[config.mk]
export PLATFORM = sky130hd
export DESIGN_NAME = alu_status_core
export DESIGN_NICKNAME = d
export VERILOG_FILES = /design/src/rtl/alu_pkg.sv /design/src/rtl/alu_arith.sv /design/src/rtl/alu_logic.sv /design/src/rtl/alu_shift.sv /design/src/rtl/alu_status_core.sv
export SDC_FILE = /design/constraint.sdc
export NUM_CORES = 1
export LEC_CHECK = 0
export ABC_CLOCK_PERIOD_IN_PS = 4900
export CORE_ASPECT_RATIO = 1.5
export CORE_MARGIN = 2
export CORE_UTILIZATION = 60
export CTS_BUF_LIST = sky130_fd_sc_hd__clkbuf_8
export DETAILED_ROUTE_END_ITERATION = 10
export DONT_BUFFER_PORTS = 1
export GPL_TIMING_DRIVEN = 0
export PLACE_DENSITY = 0.75
export SYNTH_ARGS = -nofsm -noshare
export SYNTH_HDL_FRONTEND = slang
export SYNTH_SLANG_ARGS = --single-unit
[constraint.sdc]
create_clock -name clk -period 4.9 [get_ports clk]
set_input_delay 0.49 -clock clk [delete_from_list [all_inputs] [get_ports clk]]
set_output_delay 0.49 -clock clk [all_outputs]
set_load 0.005 [all_outputs]
[src/rtl/alu_pkg.sv]
package alu_pkg;

    typedef enum logic [3:0] {
        OP_ADD  = 4'd0,
        OP_ADC  = 4'd1,
        OP_SUB  = 4'd2,
        OP_SBB  = 4'd3,
        OP_NEG  = 4'd4,
        OP_PASS = 4'd5,
        OP_AND  = 4'd6,
        OP_OR   = 4'd7,
        OP_XOR  = 4'd8,
        OP_NOT  = 4'd9,
        OP_SHL  = 4'd10,
        OP_SHR  = 4'd11,
        OP_SAR  = 4'd12,
        OP_ROL  = 4'd13,
        OP_ROR  = 4'd14,
        OP_RSVD = 4'd15
    } alu_op_e;

    typedef enum logic [1:0] {
        CLS_ARITH,
        CLS_LOGIC,
        CLS_SHIFT,
        CLS_NONE
    } op_class_e;

    // Status word layout: C in bit 4 down to P in bit 0.
    typedef struct packed {
        logic c;
        logic z;
        logic n;
        logic v;
        logic p;
    } flags_t;

    localparam int FLAG_BITS = $bits(flags_t);

    function automatic op_class_e classify(alu_op_e op);
        case (op)
            OP_ADD, OP_ADC, OP_SUB, OP_SBB, OP_NEG: return CLS_ARITH;
            OP_PASS, OP_AND, OP_OR, OP_XOR, OP_NOT: return CLS_LOGIC;
            OP_SHL, OP_SHR, OP_SAR, OP_ROL, OP_ROR: return CLS_SHIFT;
            default:                                return CLS_NONE;
        endcase
    endfunction

endpackage

[src/rtl/alu_arith.sv]
module alu_arith
    import alu_pkg::*;
#(
    parameter int W = 8
) (
    input  alu_op_e        op,
    input  logic [W-1:0]   a,
    input  logic [W-1:0]   b,
    input  logic           cin,
    output logic [W-1:0]   y,
    output logic           c,
    output logic           v
);
    localparam int MSB = W - 1;

    logic [W-1:0] opa;
    logic [W-1:0] opb;
    logic         ci;
    logic         borrow_mode;
    logic [W:0]   sum;

    always_comb begin
        opa         = a;
        opb         = b;
        ci          = 1'b0;
        borrow_mode = 1'b0;
        case (op)
            OP_ADC: ci = cin;
            OP_SUB: begin
                opb         = ~b;
                ci          = 1'b1;
                borrow_mode = 1'b1;
            end
            OP_SBB: begin
                opb         = ~b;
                ci          = ~cin;
                borrow_mode = 1'b1;
            end
            OP_NEG: begin
                opa         = '0;
                opb         = ~a;
                ci          = 1'b1;
                borrow_mode = 1'b1;
            end
            default: ;
        endcase
        sum = {1'b0, opa} + {1'b0, opb} + {{W{1'b0}}, ci};
        y   = sum[W-1:0];
        // Subtractions report borrow, the inverse of the adder carry.
        c   = sum[W] ^ borrow_mode;
        v   = (opa[MSB] == opb[MSB]) && (sum[MSB] != opa[MSB]);
    end

endmodule

[src/rtl/alu_logic.sv]
module alu_logic
    import alu_pkg::*;
#(
    parameter int W = 8
) (
    input  alu_op_e        op,
    input  logic [W-1:0]   a,
    input  logic [W-1:0]   b,
    output logic [W-1:0]   y
);
    always_comb begin
        case (op)
            OP_AND:  y = a & b;
            OP_OR:   y = a | b;
            OP_XOR:  y = a ^ b;
            OP_NOT:  y = ~a;
            default: y = a;
        endcase
    end

endmodule

[src/rtl/alu_shift.sv]
module alu_shift
    import alu_pkg::*;
#(
    parameter int W = 8
) (
    input  alu_op_e        op,
    input  logic [W-1:0]   a,
    input  logic           cin,
    output logic [W-1:0]   y,
    output logic           c,
    output logic           v
);
    localparam int MSB = W - 1;

    logic left;
    logic fill;

    always_comb begin
        left = (op == OP_SHL) || (op == OP_ROL);
        case (op)
            OP_SAR:          fill = a[MSB];
            OP_ROL, OP_ROR:  fill = cin;
            default:         fill = 1'b0;
        endcase
        if (left) begin
            y = {a[MSB-1:0], fill};
            c = a[MSB];
        end else begin
            y = {fill, a[MSB:1]};
            c = a[0];
        end
        v = (op == OP_SHL) && (y[MSB] != a[MSB]);
    end

endmodule

[src/rtl/alu_status_core.sv]
module alu_status_core
    import alu_pkg::*;
#(
    parameter int W = 8
) (
    input  logic                 clk,
    input  logic                 rst,
    input  logic [3:0]           op,
    input  logic [W-1:0]         a,
    input  logic [W-1:0]         b,
    input  logic                 flag_we,
    output logic [W-1:0]         y,
    output logic                 c_out,
    output logic                 z_out,
    output logic                 n_out,
    output logic                 v_out,
    output logic                 p_out,
    output logic [FLAG_BITS-1:0] status
);
    alu_op_e   op_e;
    op_class_e cls;
    flags_t    now_f;
    flags_t    st_q;

    logic [W-1:0] ar_y, lg_y, sh_y;
    logic         ar_c, ar_v, sh_c, sh_v;

    assign op_e = alu_op_e'(op);
    assign cls  = classify(op_e);

    alu_arith #(.W(W)) u_arith (
        .op  (op_e),
        .a   (a),
        .b   (b),
        .cin (st_q.c),
        .y   (ar_y),
        .c   (ar_c),
        .v   (ar_v)
    );

    alu_logic #(.W(W)) u_logic (
        .op (op_e),
        .a  (a),
        .b  (b),
        .y  (lg_y)
    );

    alu_shift #(.W(W)) u_shift (
        .op  (op_e),
        .a   (a),
        .cin (st_q.c),
        .y   (sh_y),
        .c   (sh_c),
        .v   (sh_v)
    );

    always_comb begin
        now_f = '0;
        case (cls)
            CLS_ARITH: begin y = ar_y; now_f.c = ar_c; now_f.v = ar_v; end
            CLS_SHIFT: begin y = sh_y; now_f.c = sh_c; now_f.v = sh_v; end
            CLS_LOGIC: y = lg_y;
            default:   y = '0;
        endcase
        now_f.z = (y == '0);
        now_f.n = y[W-1];
        now_f.p = ~^y;
    end

    always_ff @(posedge clk) begin
        if (rst)
            st_q <= '0;
        else if (flag_we)
            st_q <= now_f;
    end

    assign c_out  = now_f.c;
    assign z_out  = now_f.z;
    assign n_out  = now_f.n;
    assign v_out  = now_f.v;
    assign p_out  = now_f.p;
    assign status = st_q;

endmodule

### Word level (Yosys, flattened, before mapping)

Memory sizes are Yosys's and may differ from the RTL's.
Index checks and enable logic that the tools add are counted.

* flip-flop bits (word level): 5
* memory bits (read-only): 32
* input bits: 23
* logic and storage cells: 53
* memories: 1

Memory list
* (name not given): words 16, width 2, read ports 1, clocked after memory_dff 0, write ports 0, RTL line alu_pkg.sv:41 `case (op)`

* add/subtract/negate cells: 2
* equality and inequality tests: 17
* mux-type cells: 11
* bitwise gates (word level): 7
* reductions and logical operators: 10

Operators by type and width (number)
* case mux 8 bit (4 select lines): 1
* equality test 4 bit, second input constant: 6
* case mux 8 bit (3 select lines): 1
* two-way mux 8 bit: 2
* NOT 8 bit: 2
* case mux 8 bit (2 select lines): 1
* equality test 4 x 3 -> 1 bit, second input constant: 3
* adder 8 x 8 -> 9 bit: 1
* adder 9 x 1 -> 9 bit: 1
* bitwise AND 8 bit: 1
* equality test 4 x 2 -> 1 bit, second input constant: 2
* zero test 8 bit: 1
* bitwise OR 8 bit: 1
* XNOR reduction 8 bit: 1
* XOR 8 bit: 1
* case mux 1 bit (2 select lines): 3
* OR reduction 2 bit: 3
* equality test 4 x 1 -> 1 bit, second input constant: 1
* case mux 1 bit (3 select lines): 1
* OR reduction 3 bit: 1
* equality test 2 x 1 -> 1 bit, second input constant: 1
* equality test 2 bit, second input constant: 1
* logical AND 1 bit: 2
* zero test 2 bit: 1
* other kinds (6): 8

### Logic depth before layout (Yosys ltp)

* depth in word-level cells: 8
* depth in mapped cells: 19
* depth with buffers taken out: 17

### Cells and area by module

Synthesis repeated with hierarchy kept, for this count alone.

* cell total of the unflattened synthesis: 315
* area, all modules: 2303.5 um^2

Modules (own cells, without submodules)
* alu_status_core: times used 1, cells an instance 116, area an instance 873.3 um^2, sequential area each 100.1 um^2
* alu_logic: times used 1, cells an instance 101, area an instance 669.4 um^2, sequential area each 0.0 um^2
* alu_arith: times used 1, cells an instance 76, area an instance 554.3 um^2, sequential area each 0.0 um^2
* alu_shift: times used 1, cells an instance 22, area an instance 206.4 um^2, sequential area each 0.0 um^2

### Least setup slack after synthesis

Ideal clock, no wire load.

* kind: in2out
* from: input op[0]
* to: output p_out
* arrival: 3.620 ns
* data required time: 4.410 ns
* slack: 0.790 ns
* stages on the path: 16
* cells stage by stage: buf_2 -> buf_1 -> nor2_1 -> a21oi_1 -> o221ai_1 -> fa_1 -> inv_1 -> fa_1 -> a211oi_1 -> o21bai_1 -> a21oi_1 -> xnor2_1 -> a221oi_1 -> ha_1 -> xnor2_1 -> xnor2_1

* cells in the longest elaborated chain, start to end: 7
* elaborated cells between the ends (all ways): 30

Ends and longest elaborated chain
* start, declared: RTL line alu_status_core.sv:8 `input logic [3:0] op,`
* equality test 4 x 2 -> 1 bit: RTL line alu_arith.sv:27 `case (op)`
* OR reduction 2 bit (no line)
* case mux 8 bit (2 select lines): RTL line alu_arith.sv:27
* adder 8 x 8 -> 9 bit: RTL line alu_arith.sv:47 `sum = {1'b0, opa} + {1'b0, opb} + {{W{1'b0}}, ci};`
* adder 9 x 1 -> 9 bit: RTL line alu_arith.sv:47
* case mux 8 bit (3 select lines) (*): RTL line alu_status_core.sv:59 `case (cls)`
* XNOR reduction 8 bit (*): RTL line alu_status_core.sv:67 `now_f.p = ~^y;`
* end, declared: RTL line alu_status_core.sv:17 `output logic p_out,`

Mark *: on every way between the ends. The rest lies on a longest branch, timed or not.

### Worst setup path after layout

* from: input op[2]
* to: output p_out

The elaborated chain is that of the path after synthesis.

==> flow_metrics.env <==
export IMPL_status="finished clean"
export IMPL_vias=2353
export IMPL_synth_edf_count=0
export IMPL_initial_core_util_pct=62.7
export IMPL_cp_max_fo=10
export IMPL_largest_reg_flops=5
export IMPL_r2r_cells=16
export IMPL_cp_required_ns=4.41
export IMPL_grtUsageTotal_pct=34.5
export IMPL_h_tree_depth=1
export IMPL_yosys_warnings=0
export IMPL_drt_iter0_markers=130
export IMPL_slew_limit_headroom_pct=50.8
export IMPL_regToRegEndpoint="status[0]"
export IMPL_cp_end_kind="output port"
export IMPL_ys_seq_elements=5
export IMPL_fin_crit_sh_pct=94.3
export IMPL_place_hpwl_um=5150
export IMPL_drc_errors=0
export IMPL_vdd_drop_max_mv=0.212
export IMPL_hp_class="in -> reg"
export IMPL_routed_wl_um=6730
export IMPL_drv_slew=0
export IMPL_whs_endpoint="status[3]"
export IMPL_fmax_mhz=216
export IMPL_final_util_pct=65.9
export IMPL_slowest_stage="clkbuf_1"
export IMPL_fin_hold_ws_ns=0.325
export IMPL_path_cells="buf_6 > buf_2 > clkbuf_1 > mux2_2 > nand2_1 > o221ai_1 > fa_1 > inv_1 > fa_1 > a211oi_2 > o21bai_1 > a21oi_1 > xnor2_1 > a221oi_1 > ha_1 > xnor2_1 > xnor2_1"
export IMPL_critPathMaxStageDelay_ns=0.43
export IMPL_ys_async_sr_fraction_pct=0
export IMPL_cts_tree="done"
export IMPL_tightest_slew_ns=0.738
export IMPL_io_buffers=0
export IMPL_rsz0062_at_grt="no"
export IMPL_r2r_start="status[4]"
export IMPL_clock_sinks=5
export IMPL_start_kind="input pin"
export IMPL_yosysTopAreaCell="ha_1"
export IMPL_p_leak_nw=1.00
export IMPL_die_w_um=52.8
export IMPL_setup_viol=0
export IMPL_path_clk_slew_ns=0.04
export IMPL_ant_nets=0
export IMPL_fin_nets=355
export IMPL_r2r_slack_ns=1.43
export IMPL_viasPerCell=6.84
export IMPL_num_rows=26
export IMPL_placed_area_sq_um=2200
export IMPL_core_area_sq_um=3420
export IMPL_yosysTopAreaCellShare_pct=15.8
export IMPL_cts_buffers=3
export IMPL_synth_area_sq_um=2140
export IMPL_hold_viol=0
export IMPL_globalplace_congestion=0.955
export IMPL_p_per_area_nw_per_um2=184
export IMPL_grt_pass1_wl_um=10700
export IMPL_finalClockSkew_ns=0.00481
export IMPL_period_minus_slack_ns=4.62
export IMPL_syn_to_final_growth_pct=5.08
export IMPL_overflow=0
export IMPL_avgSynthCellArea_sq_um=7.19
export IMPL_cp_arrival_ns=4.13
export IMPL_cts_setup_buffers=0
export IMPL_whs_path_depth=1
export IMPL_worstHoldStart="rst"
export IMPL_grt_pass1_vias=2291
export IMPL_drive_above_1_share_pct=9.60
export IMPL_antenna_cells=0
export IMPL_clk_latency_ns=0.23
export IMPL_synth_main_ff_cell="dfxtp_1"
export IMPL_cp_common_cell="xnor2_1"
export IMPL_tns_ns=0
export IMPL_clockRootBuffer="clkbuf_8"
export IMPL_first_pass_iters=5
export IMPL_io_pins=41
export IMPL_critPathKind="in -> out"
export IMPL_dieArea_sq_um=4080
export IMPL_cap_violations=0
export IMPL_synth_cell_types=63
export IMPL_multi_input_area_sq_um=1850
export IMPL_nFillCells=358
export IMPL_seq_area_frac_synth_pct=4.67
export IMPL_wl_per_cell_um=19.6
export IMPL_final_area_sq_um=2250
export IMPL_clockBufferDepth=2
export IMPL_synth_nets=350
export IMPL_yosys_top_cells_area="ha_1, a21oi_1, nor2_1"
export IMPL_grt_max_degree=11
export IMPL_die_y_um=77.2
export IMPL_regArea_sq_um=100
export IMPL_syn_inst=298
export IMPL_antenna_found_initial=0
kinds of logic (layout without fill, tap and decap cells):
| group | Yosys count | count (layout) | synth area share, % |
|---|---|---|---|
| xor+xnor | 9 | 9 | 3.68 |
| simple gates | 85 | 85 | 20.5 |
| buf+inv | 44 | 48 | 9.34 |
| flops | 5 | 5 | 4.67 |
| compound gates | 114 | 114 | 38.3 |
| mux | 12 | 12 | 5.90 |
| fa+ha+maj | 29 | 29 | 17.6 |
cell usage after synthesis, types with 3 or more instances:
cell type  instances
o211ai_1           4
a221oi_1           8
buf_2              7
dfxtp_1            5
xnor2_1            6
clkbuf_1           9
a31oi_1            3
o221ai_1           5
a21oi_1           29
nor2_1            33
a221o_1            6
nand3_1            3
a21o_1             6
inv_1             21
o21ai_0           11
nand2_1           17
a211oi_1           8
nor2b_1            3
nand2b_1           5
xor2_1             3
a22oi_1            5
ha_1              27
buf_4              3
a22o_1             7
mux2i_1           10
routing by layer:
layer  vias up  wire length (um)  GRT usage (%)
li1       1133                 -              -
met1      1027              2390           41.5
met2       157              3190           55.1
met3        36               689           4.47
met4         0               469           22.6
met5         -                 0              0
through the flow:
stage | setup WS (ns) | power (W) | cells
floorplan | 0.790 | 0.000270 | 298
global placement | 0.154 | 0.000324 | 340
detailed placement | 0.0987 | 0.000328 | 340
CTS | 0.0858 | 0.000410 | 344
global route | 0.00730 | 0.000450 | 344
finish | 0.277 | 0.000414 | 344
report_power, final:
part / switching [W] / internal, W
combinational: 0.000165 / 0.000117
clock: 0.0000252 / 0.0000550
sequential: 0.00000434 / 0.0000470
worst max path at each step:
stage,startpoint,end
final,op[2],p_out
after global routing,op[1],p_out
after CTS,op[0],p_out
after detailed placement,op[0],p_out
after global placement,op[0],p_out
after floorplan,op[0],p_out
cells in the final DEF (no fill, tap or decap), types with 3 or more instances in the layout:
master	instances
nor2_1	31
a21oi_1	29
ha_1	27
inv_1	21
nand2_1	17
o21ai_0	11
mux2i_1	10
clkbuf_1	9
a221oi_1	8
buf_2	7
a22o_1	7
a211oi_1	7
xnor2_1	6
a21o_1	6
a221o_1	6
nand2b_1	5
a22oi_1	5
o221ai_1	5
dfxtp_1	5
o211ai_1	4
buf_4	3
nor2_2	3
nand3_1	3
nor2b_1	3
xor2_1	3
a31oi_1	3
clkbuf_8	3
repair_timing:
item	CTS	global route
resized for setup	0	3
hold buffers	0	0
endpoints found under the setup margin	0	1
worst max-delay path, delay by kind of cell:
family          cells  cell delay, ns
buf+inv             4            0.85
fa+ha+maj           3            0.99
compound gates      5            0.93
simple gates        1            0.05
xor+xnor            3            0.55
mux                 1            0.25
final cells by class:
cell class / instances / area share [%]
clock buffer: 3 / 1.83
buffer: 22 / 5.22
clock inverter: 1 / 0.222
multi-input combinational: 249 / 82.3
inverter: 22 / 3.67
sequential: 5 / 4.44
tap: 42 / 2.33
No activity file was read; power rests on OpenSTA's default activity.
